[src/rtl/qt_pkg.sv]
package qt_pkg;
  localparam int MAX_LEVELS = 8;

  // write strobes from control to datapath
  typedef struct packed {
    logic [MAX_LEVELS-1:0] treeWe;
    logic                  resWe;
  } qt_strobe_t;
endpackage

[src/rtl/qt_ctrl.sv]
module qt_ctrl
  import qt_pkg::*;
#(
  parameter int LEVELS = 2,
  parameter int SEL_W  = 2
) (
  input  logic             clk,
  input  logic             rst_n,
  input  logic             loadEn,
  input  logic [SEL_W-1:0] loadSel,
  input  logic             inValidA,
  input  logic             inValidB,
  output qt_strobe_t       stb,
  output logic             outValidA,
  output logic             outValidB
);
  localparam int LAT = LEVELS + 1;

  logic [LAT-1:0] vPipeA, vPipeB;

  always_comb begin
    stb = '0;
    if (loadEn) begin
      if (int'(loadSel) < LEVELS) stb.treeWe[loadSel] = 1'b1;
      else if (int'(loadSel) == LEVELS) stb.resWe = 1'b1;
    end
  end

  always_ff @(posedge clk or negedge rst_n) begin
    if (!rst_n) begin
      vPipeA <= '0;
      vPipeB <= '0;
    end else begin
      vPipeA <= {vPipeA[LAT-2:0], inValidA};
      vPipeB <= {vPipeB[LAT-2:0], inValidB};
    end
  end

  assign outValidA = vPipeA[LAT-1];
  assign outValidB = vPipeB[LAT-1];
endmodule

[src/rtl/qt_datapath.sv]
module qt_datapath
  import qt_pkg::*;
#(
  parameter int KEY_W  = 8,
  parameter int LEVELS = 2,
  parameter int RES_W  = 20,
  parameter int LD_W   = 24
) (
  input  logic              clk,
  input  logic              rst_n,
  input  qt_strobe_t        stb,
  input  logic [2*LEVELS-1:0] loadAddr,
  input  logic [LD_W-1:0]   loadData,
  input  logic [KEY_W-1:0]  keyA,
  input  logic [KEY_W-1:0]  keyB,
  output logic [RES_W-1:0]  resA,
  output logic [RES_W-1:0]  resB
);
  localparam int ADDR_W = 2 * LEVELS;
  localparam int NODE_W = 3 * KEY_W;

  for (genvar l = 0; l < LEVELS; l++) begin : gLvl
    localparam int NI_W  = (l == 0) ? 1 : 2 * l;
    localparam int NODES = 1 << NI_W;

    logic [NODE_W-1:0] mem [NODES];

    always_ff @(posedge clk or negedge rst_n) begin
      if (!rst_n) begin
        for (int n = 0; n < NODES; n++) mem[n] <= '1;
      end else if (stb.treeWe[l]) begin
        mem[loadAddr[NI_W-1:0]] <= loadData[NODE_W-1:0];
      end
    end

    for (genvar p = 0; p < 2; p++) begin : gPort
      logic [KEY_W-1:0]  sKey, qKey;
      logic [ADDR_W-1:0] sAddr, qAddr;
      logic [NODE_W-1:0] node;
      logic [1:0]        digit;

      if (l == 0) begin : gSrc
        assign sKey  = (p == 0) ? keyA : keyB;
        assign sAddr = '0;
      end else begin : gSrc
        assign sKey  = gLvl[l-1].gPort[p].qKey;
        assign sAddr = gLvl[l-1].gPort[p].qAddr;
      end

      always_comb begin
        node  = mem[sAddr[NI_W-1:0]];
        digit = '0;
        for (int s = 0; s < 3; s++)
          if (node[s*KEY_W +: KEY_W] < sKey) digit = digit + 2'd1;
      end

      always_ff @(posedge clk) begin
        qKey  <= sKey;
        qAddr <= (sAddr << 2) | ADDR_W'(digit);
      end
    end
  end

  logic [RES_W-1:0] resMem [1 << ADDR_W];

  always_ff @(posedge clk or negedge rst_n) begin
    if (!rst_n) begin
      for (int n = 0; n < (1 << ADDR_W); n++) resMem[n] <= '0;
    end else if (stb.resWe) begin
      resMem[loadAddr] <= loadData[RES_W-1:0];
    end
  end

  always_ff @(posedge clk) begin
    resA <= resMem[gLvl[LEVELS-1].gPort[0].qAddr];
    resB <= resMem[gLvl[LEVELS-1].gPort[1].qAddr];
  end
endmodule

[src/rtl/qt_range_search.sv]
module qt_range_search
  import qt_pkg::*;
#(
  parameter int KEY_W  = 8,
  parameter int LEVELS = 2,
  parameter int TUPLES = 2,
  parameter int TID_W  = 2,
  parameter int IDX_W  = 6,
  localparam int ADDR_W = 2 * LEVELS,
  localparam int RID_W  = ADDR_W,
  localparam int TUP_W  = TID_W + IDX_W,
  localparam int RES_W  = RID_W + TUPLES * TUP_W,
  localparam int NODE_W = 3 * KEY_W,
  localparam int LD_W   = (NODE_W > RES_W) ? NODE_W : RES_W,
  localparam int SEL_W  = $clog2(LEVELS + 1)
) (
  input  logic                    clk,
  input  logic                    rst_n,
  input  logic                    loadEn,
  input  logic [SEL_W-1:0]        loadSel,
  input  logic [ADDR_W-1:0]       loadAddr,
  input  logic [LD_W-1:0]         loadData,
  input  logic [KEY_W-1:0]        keyA,
  input  logic                    inValidA,
  input  logic [KEY_W-1:0]        keyB,
  input  logic                    inValidB,
  output logic                    outValidA,
  output logic [RID_W-1:0]        rangeA,
  output logic [TUPLES*TUP_W-1:0] tuplesA,
  output logic                    outValidB,
  output logic [RID_W-1:0]        rangeB,
  output logic [TUPLES*TUP_W-1:0] tuplesB
);
  qt_strobe_t       stb;
  logic [RES_W-1:0] resA, resB;

  qt_ctrl #(.LEVELS(LEVELS), .SEL_W(SEL_W)) u_ctrl (
    .clk(clk), .rst_n(rst_n), .loadEn(loadEn), .loadSel(loadSel),
    .inValidA(inValidA), .inValidB(inValidB), .stb(stb),
    .outValidA(outValidA), .outValidB(outValidB)
  );

  qt_datapath #(.KEY_W(KEY_W), .LEVELS(LEVELS), .RES_W(RES_W), .LD_W(LD_W)) u_dp (
    .clk(clk), .rst_n(rst_n), .stb(stb), .loadAddr(loadAddr), .loadData(loadData),
    .keyA(keyA), .keyB(keyB), .resA(resA), .resB(resB)
  );

  assign rangeA  = resA[RID_W-1:0];
  assign tuplesA = resA[RES_W-1:RID_W];
  assign rangeB  = resB[RID_W-1:0];
  assign tuplesB = resB[RES_W-1:RID_W];
endmodule

[config.mk]
export PLATFORM = sky130hd
export DESIGN_NAME = qt_range_search
export DESIGN_NICKNAME = d
export VERILOG_FILES = /design/src/rtl/qt_pkg.sv /design/src/rtl/qt_ctrl.sv /design/src/rtl/qt_datapath.sv /design/src/rtl/qt_range_search.sv
export SDC_FILE = /design/constraint.sdc
export NUM_CORES = 1
export LEC_CHECK = 0
export BUFFER_PORTS_ARGS = -buffer_cell sky130_fd_sc_hd__clkbuf_2
export CORE_MARGIN = 4
export CORE_UTILIZATION = 50
export CTS_CLUSTER_SIZE = 24
export DETAILED_ROUTE_END_ITERATION = 16
export GPL_TIMING_DRIVEN = 0
export PLACE_DENSITY_LB_ADDON = 0.1
export SLEW_MARGIN = 30
export SYNTH_ARGS = -nofsm -noshare
export SYNTH_HDL_FRONTEND = slang
export SYNTH_HIERARCHICAL = 1
export SYNTH_SLANG_ARGS = --single-unit
[constraint.sdc]
create_clock -name clk -period 4.8 [get_ports clk]
set_input_delay 0.48 -clock clk [delete_from_list [all_inputs] [get_ports clk]]
set_output_delay 0.48 -clock clk [all_outputs]
set_load 0.1 [all_outputs]
==> metrics.txt, run 1 <==
RePlAce Congestion 0.864; pin count of the biggest net entering global routing 84; # clock sinks 514; Mean Syn Cell Area 15.9 um^2; Total Power 0.0164 W; initial antenna violation count 3; power density over the cells 550 nW/um^2; RSZ-0062 raised after global routing false; Hold Path End u_dp/gLvl[0].gPort[1].qKey[0]; Final setup violation count 0; vias in the first global route 16.2k; CTS tree done; Worst-Margin Slew 918 ps; Boundary Pins 93; GRT Overall Usage 23.7%; Cell Rows 83; YS warnings 6; dpl ws 1410 ps; cell count of the worst hold path 1; switching pwr 0.00558 W; critical path startpoint category register; die height 237 um; Initial Utilization 50.7%; WP buf/inv 1; Switching Fraction 34.1%; Clock Power Share 26.8%; cell area after synthesis 26,200 um^2; Die W 237 um; Worst slew margin 38.8%; reg2reg end u_dp/gLvl[1].gPort[1].qAddr[0]; worst vdd ir 0.342 mV; Final Hold Fails 0; LEAKAGE 13.2 nW; synthesized net count 1,795; final net count 1,966; FF-to-FF setup slack 1380 ps; Longest Clk Path Bufs 3; Core Region 51,600 um^2; DR vias 15.3k; post-route ant nets 0; Flop pwr share 35.6%; clk slew on worst S/H paths 60 ps; Setup CP Type reg -> reg; maximum clock rate 293 MHz; CP max stage delay 680 ps; wire length of the first global-routing pass 101,000 um; Crit Path Max Fanout 10; critical path arrival 3920 ps; Finished Core Util 57.6%; FF-to-FF Start u_dp/gLvl[0].gPort[1].qAddr[1]; wire per inst 25.8 um; Vias per Instance 6.01; die area 56,100 um^2; Internal Dissipation 0.0108 W; post-route setup TNS 0 ps; Layout fillers 3,997; layout cells sized above 1 57.1%; post-synthesis instance total 1,652; area of the multi-input gates 12,700 um^2; area grow syn2layout 13.5%; cell count after placement 2,429; crit path from u_dp/gLvl[0].gPort[1].qAddr[1]; family with the most delay on the worst path buffers and inverters; Critical Path End Type register; CP max-delay cell clkbuf_1; status complete, no violations; clock latency on the worst-skew pair 600 ps; Logic pwr share 37.6%; DR iter-0 viols 1,054; worst hold start keyB[0]; final WL 65,700 um; r2r worst-path depth 9; DP Wirelength 49,700 um; grt total ovfl 0; clk_skew 17.5 ps; Final Slew Violations 0; crit path cell chain clkbuf_1 -> mux4_2 -> ha_1 -> a21o_1 -> a21o_1 -> a21oi_1 -> o21ai_0 -> ha_1 -> xor2_1; CTS Buf Count 55; Non-Filler Instances 2,549; FF/Latch Area 12,700 um^2; setup ws final 1380 ps; max cap viols 0; postcts setup bufs 0; DR DRC count 0; fin crit period 3420 ps; Root Driver clkbuf_16; Post-CTS Resized 0; final period utilization 71.2%; Port Buf Inserts 91; Req. time, crit path 5300 ps; worst min path class in -> reg; Pre-Repair DR Iteration Count 5; CTS H-tree depth 2
## power by group through the flow
stage	clock network, W	registers (W)	logic [W]
6_report	0.00439	0.00582	0.00615
5_1_grt	0.00469	0.00592	0.00657
4_1_cts	0.00451	0.00582	0.00618
3_5_place_dp	0	0.00588	0.00614
3_3_place_gp	0	0.00584	0.00603
2_1_floorplan	0	0.00635	0.00402
## cells in the final DEF, fill, tap and decap left out, drive strengths merged, types with 5 or more instances in the layout
cell         instances
clkinv              14
a211oi               6
nand2               20
dlygate4sd3         17
a21o                12
a21oi               28
dfxtp               68
dfrtp              326
nand2b               9
mux4               244
nor2                18
buf                 66
clkinvlp             5
nand4                6
ha                  92
and2                 5
inv                 38
bufinv               6
dfstp              120
o31ai                6
nand3               10
mux2               448
o21ai               24
clkbuf             246
## per-stage QoR
stage / hold WS, ps / instance area, um^2
floorplan: 184 / 26200
global placement: 338 / 27500
detailed placement: 335 / 27700
CTS: 32.1 / 29700
global route: 44.3 / 29700
finish: 66.4 / 29700
## worst reg2reg max path, cell delays in order, from the launching register on
cell and delay (ps):
dfxtp_1 600, clkbuf_1 690, mux4_2 490, ha_1 320, a21o_1 180, a21o_1 160
a21oi_1 160, o21ai_0 140, ha_1 330, xor2_1 250
## metal layers
metal  track usage (%)  routed length, um  up-vias
met1              34.8              29800     8111
met5                 0                 12        -
met2              36.8              30500      405
met3              4.67               3820       88
li1                  -                  -     6705
met4              5.57               1530        2
## worst max path at each step
stage / end / slack, ps / cells past startpoint
after floorplan: u_dp/gLvl[1].gPort[1].qAddr[0] / 2080 / 10
after global placement: u_dp/resMem[135] / -6820 / 1
after detailed placement: u_dp/gLvl[1].gPort[1].qAddr[0] / 1410 / 9
after CTS: u_dp/gLvl[1].gPort[1].qAddr[0] / 1380 / 9
after global routing: u_dp/gLvl[1].gPort[0].qAddr[0] / 1270 / 9
final: u_dp/gLvl[1].gPort[1].qAddr[0] / 1380 / 9
## final cells by class
| class | count | share of cell area, % |
|---|---|---|
| Timing Repair Buffer | 114 | 2.69 |
| Multi-Input combinational cell | 962 | 42.8 |
| Clock buffer | 75 | 5.26 |
| Buffer | 140 | 2.20 |
| Inverter | 36 | 0.455 |
| Sequential cell | 514 | 42.6 |
| Tap cell | 680 | 2.86 |
| Antenna cell | 1 | 0.00842 |
| Clock inverter | 27 | 1.06 |
## flip-flops by register name, indices dropped and copies added, names as in the netlist
register               count
u_dp/gLvl.mem            120
u_dp/gLvl.gPort.qKey      16
u_dp/gLvl.gPort.qAddr     12
u_ctrl/vPipeB              3
u_dp/resA                 20
u_dp/resB                 20
u_dp/resMem              320
u_ctrl/vPipeA              3
## what timing repair did
item / in CTS / in global routing
setup endpoints to repair: 0 / 0
hold buffers: 17 / 0
endpoints found under the hold margin: 31 / 0
No activity file was read; power rests on OpenSTA's default activity.
==> inputs of run 2 (changes only) <==
==> constraint.sdc (replaced) <==
create_clock -name clk -period 2.8 [get_ports clk]
set_input_delay 0.28 -clock clk [delete_from_list [all_inputs] [get_ports clk]]
set_output_delay 0.28 -clock clk [all_outputs]
set_load 0.1 [all_outputs]
==> run 2 against run 1 <==
Compared with the run above:
- clock skew up 0.69 ps
- critical path type unchanged
- total power increased by 75%
- clock-buffer cell count did not move
- global-route usage grew 0.17 points
- worst hold slack improved by 240 ps
- final cell count grew 1.4%
- setup slack got worse by 1300 ps
- non-clock buffer count up 36
- highest routed layer unchanged
- combinational power up 79%
==> metrics.txt, run 2 (synthesized netlist as in run 1, its figures left out) <==
fin crit period 2740 ps; Vias per Instance 5.97; Final Slew Violations 0; Worst-Margin Slew 911 ps; clock latency on the worst-skew pair 600 ps; CTS tree done; area grow syn2layout 15.5%; power density over the cells 944 nW/um^2; FF-to-FF Start u_dp/gLvl[0].gPort[1].qAddr[0]; crit path cell chain buf_6 -> buf_12 -> mux4_2 -> ha_1 -> a21o_1 -> a21o_1 -> a21oi_2 -> o21ai_1 -> ha_1 -> xor2_2; CTS Buf Count 55; Largest regs u_dp/resMem: 320 flops, u_dp/gLvl.mem: 120 flops; Initial Utilization 50.7%; dpl cell area 27,700 um^2; Root Driver clkbuf_16; die height 237 um; Worst slew margin 39.3%; LEAKAGE 13.4 nW; final period utilization 97.9%; Crit Path Max Fanout 7; post-route cell area 30,300 um^2; # clock sinks 514; final WL 66,300 um; layout cells sized above 1 57.8%; Final Hold Fails 0; RePlAce Congestion 0.864; CTS H-tree depth 2; CP max-delay cell mux4_2; die area 56,100 um^2; Worst Setup EP u_dp/gLvl[1].gPort[1].qAddr[0]; status complete, no violations; maximum clock rate 365 MHz; wire length of the first global-routing pass 102,000 um; wire per inst 25.7 um; most frequent cells in the layout mux2_2 (448), dfrtp_1 (326), mux4_2 (244), dfstp_2 (120), clkbuf_2 (90); pin count of the biggest net entering global routing 84; DR iter-0 viols 1,037; DP Wirelength 49,700 um; final net count 2,002; Setup CP Type reg -> reg; Boundary Pins 93; worst vdd ir 0.589 mV; Core Region 51,600 um^2; FF-to-FF setup slack 60 ps; FF/Latch Area 12,700 um^2; Cell Rows 83; worst min path class in -> async; final hold slack 307 ps; r2r worst-path depth 10; most common cell after layout, fill and taps aside mux2_2; crit path from u_dp/gLvl[0].gPort[1].qAddr[0]; reg2reg end u_dp/gLvl[1].gPort[1].qAddr[0]; Pre-Repair DR Iteration Count 5; Layout fillers 3,950; clk slew on worst S/H paths 70 ps; Port Buf Inserts 91; initial antenna violation count 1; critical path startpoint category register; max reg flops 320; max cap viols 0; DR DRC count 0; post-route ant nets 0; Final setup violation count 0; area of the multi-input gates 12,800 um^2; DR vias 15.4k; Critical Path End Type register; grt total ovfl 0; Longest Clk Path Bufs 3; Top reg by flops u_dp/resMem; GRT Overall Usage 23.8%; clk_skew 18.2 ps; vias in the first global route 16.3k; Die W 237 um; Req. time, crit path 3270 ps; critical path arrival 3210 ps; CP max stage delay 520 ps
run 2: worst max-delay path: cells and delay by family, from the launching register on:
family,cells,cell delay (ps)
XOR/XNOR,1,200
flip-flops,1,350
buffers and inverters,2,290
AO/OA/AOI/OAI,4,630
multiplexers,1,520
adder cells (fa/ha/maj),2,630
run 2: area by class of cell:
type,instances,share of cell area (%)
flip-flops and latches,514,41.9
diodes,1,0.00827
clock inverters,27,1.05
repair buffers,150,3.79
clock buffers,75,5.16
plain buffers,140,2.39
well taps,680,2.81
multi-input cells,962,42.5
inverters,36,0.447
run 2: worst min-delay path by stage:
stage,endpoint,slack [ps]
floorplan,u_ctrl/vPipeA[0],-20
global placement,u_ctrl/vPipeA[1],340
detailed placement,u_ctrl/vPipeA[1],330
CTS,u_dp/gLvl[0].mem[27],280
global route,u_dp/gLvl[0].mem[27],300
finish,u_dp/gLvl[0].mem[27],310
run 2: repair_timing:
action	CTS	global route
pin swaps	1	8
hold buffers	43	0
endpoints found under the setup margin	4	4
endpoints found under the hold margin	129	0
setup buffers	9	1
resized for setup	29	21
run 2: power by group:
| part | internal (W) | leakage (nW) | switching (W) |
|---|---|---|---|
| clock | 0.00447 | 0.917 | 0.00305 |
| sequential | 0.00904 | 6.15 | 0.000954 |
| combinational | 0.00531 | 6.35 | 0.00574 |
run 2: through the flow:
| step | TNS (ps) | power (W) | utilization, % | setup WS, ps | instances |
|---|---|---|---|---|---|
| after detailed placement | -2070 | 0.0206 | 53.6 | -585 | 2429 |
| after global routing | -6.03 | 0.0300 | 58.6 | -6.03 | 2584 |
| after CTS | 0 | 0.0286 | 58.4 | 18.3 | 2583 |
| after global placement | -3422690 | 0.0203 | 53.3 | -8620 | 2423 |
| after floorplan | 0 | 0.0178 | - | 81.6 | 1652 |
| final | 0 | 0.0286 | 58.6 | 58.0 | 2585 |
run 2: metal layers:
layer  vias to the layer above  part of all wire (%)  GRT usage (%)
met5                         -                 0.018              0
met4                         2                   2.4           5.02
li1                       6772                     -              -
met1                      8204                    46           34.8
met2                       364                    47           37.6
met3                        90                   5.4           4.78
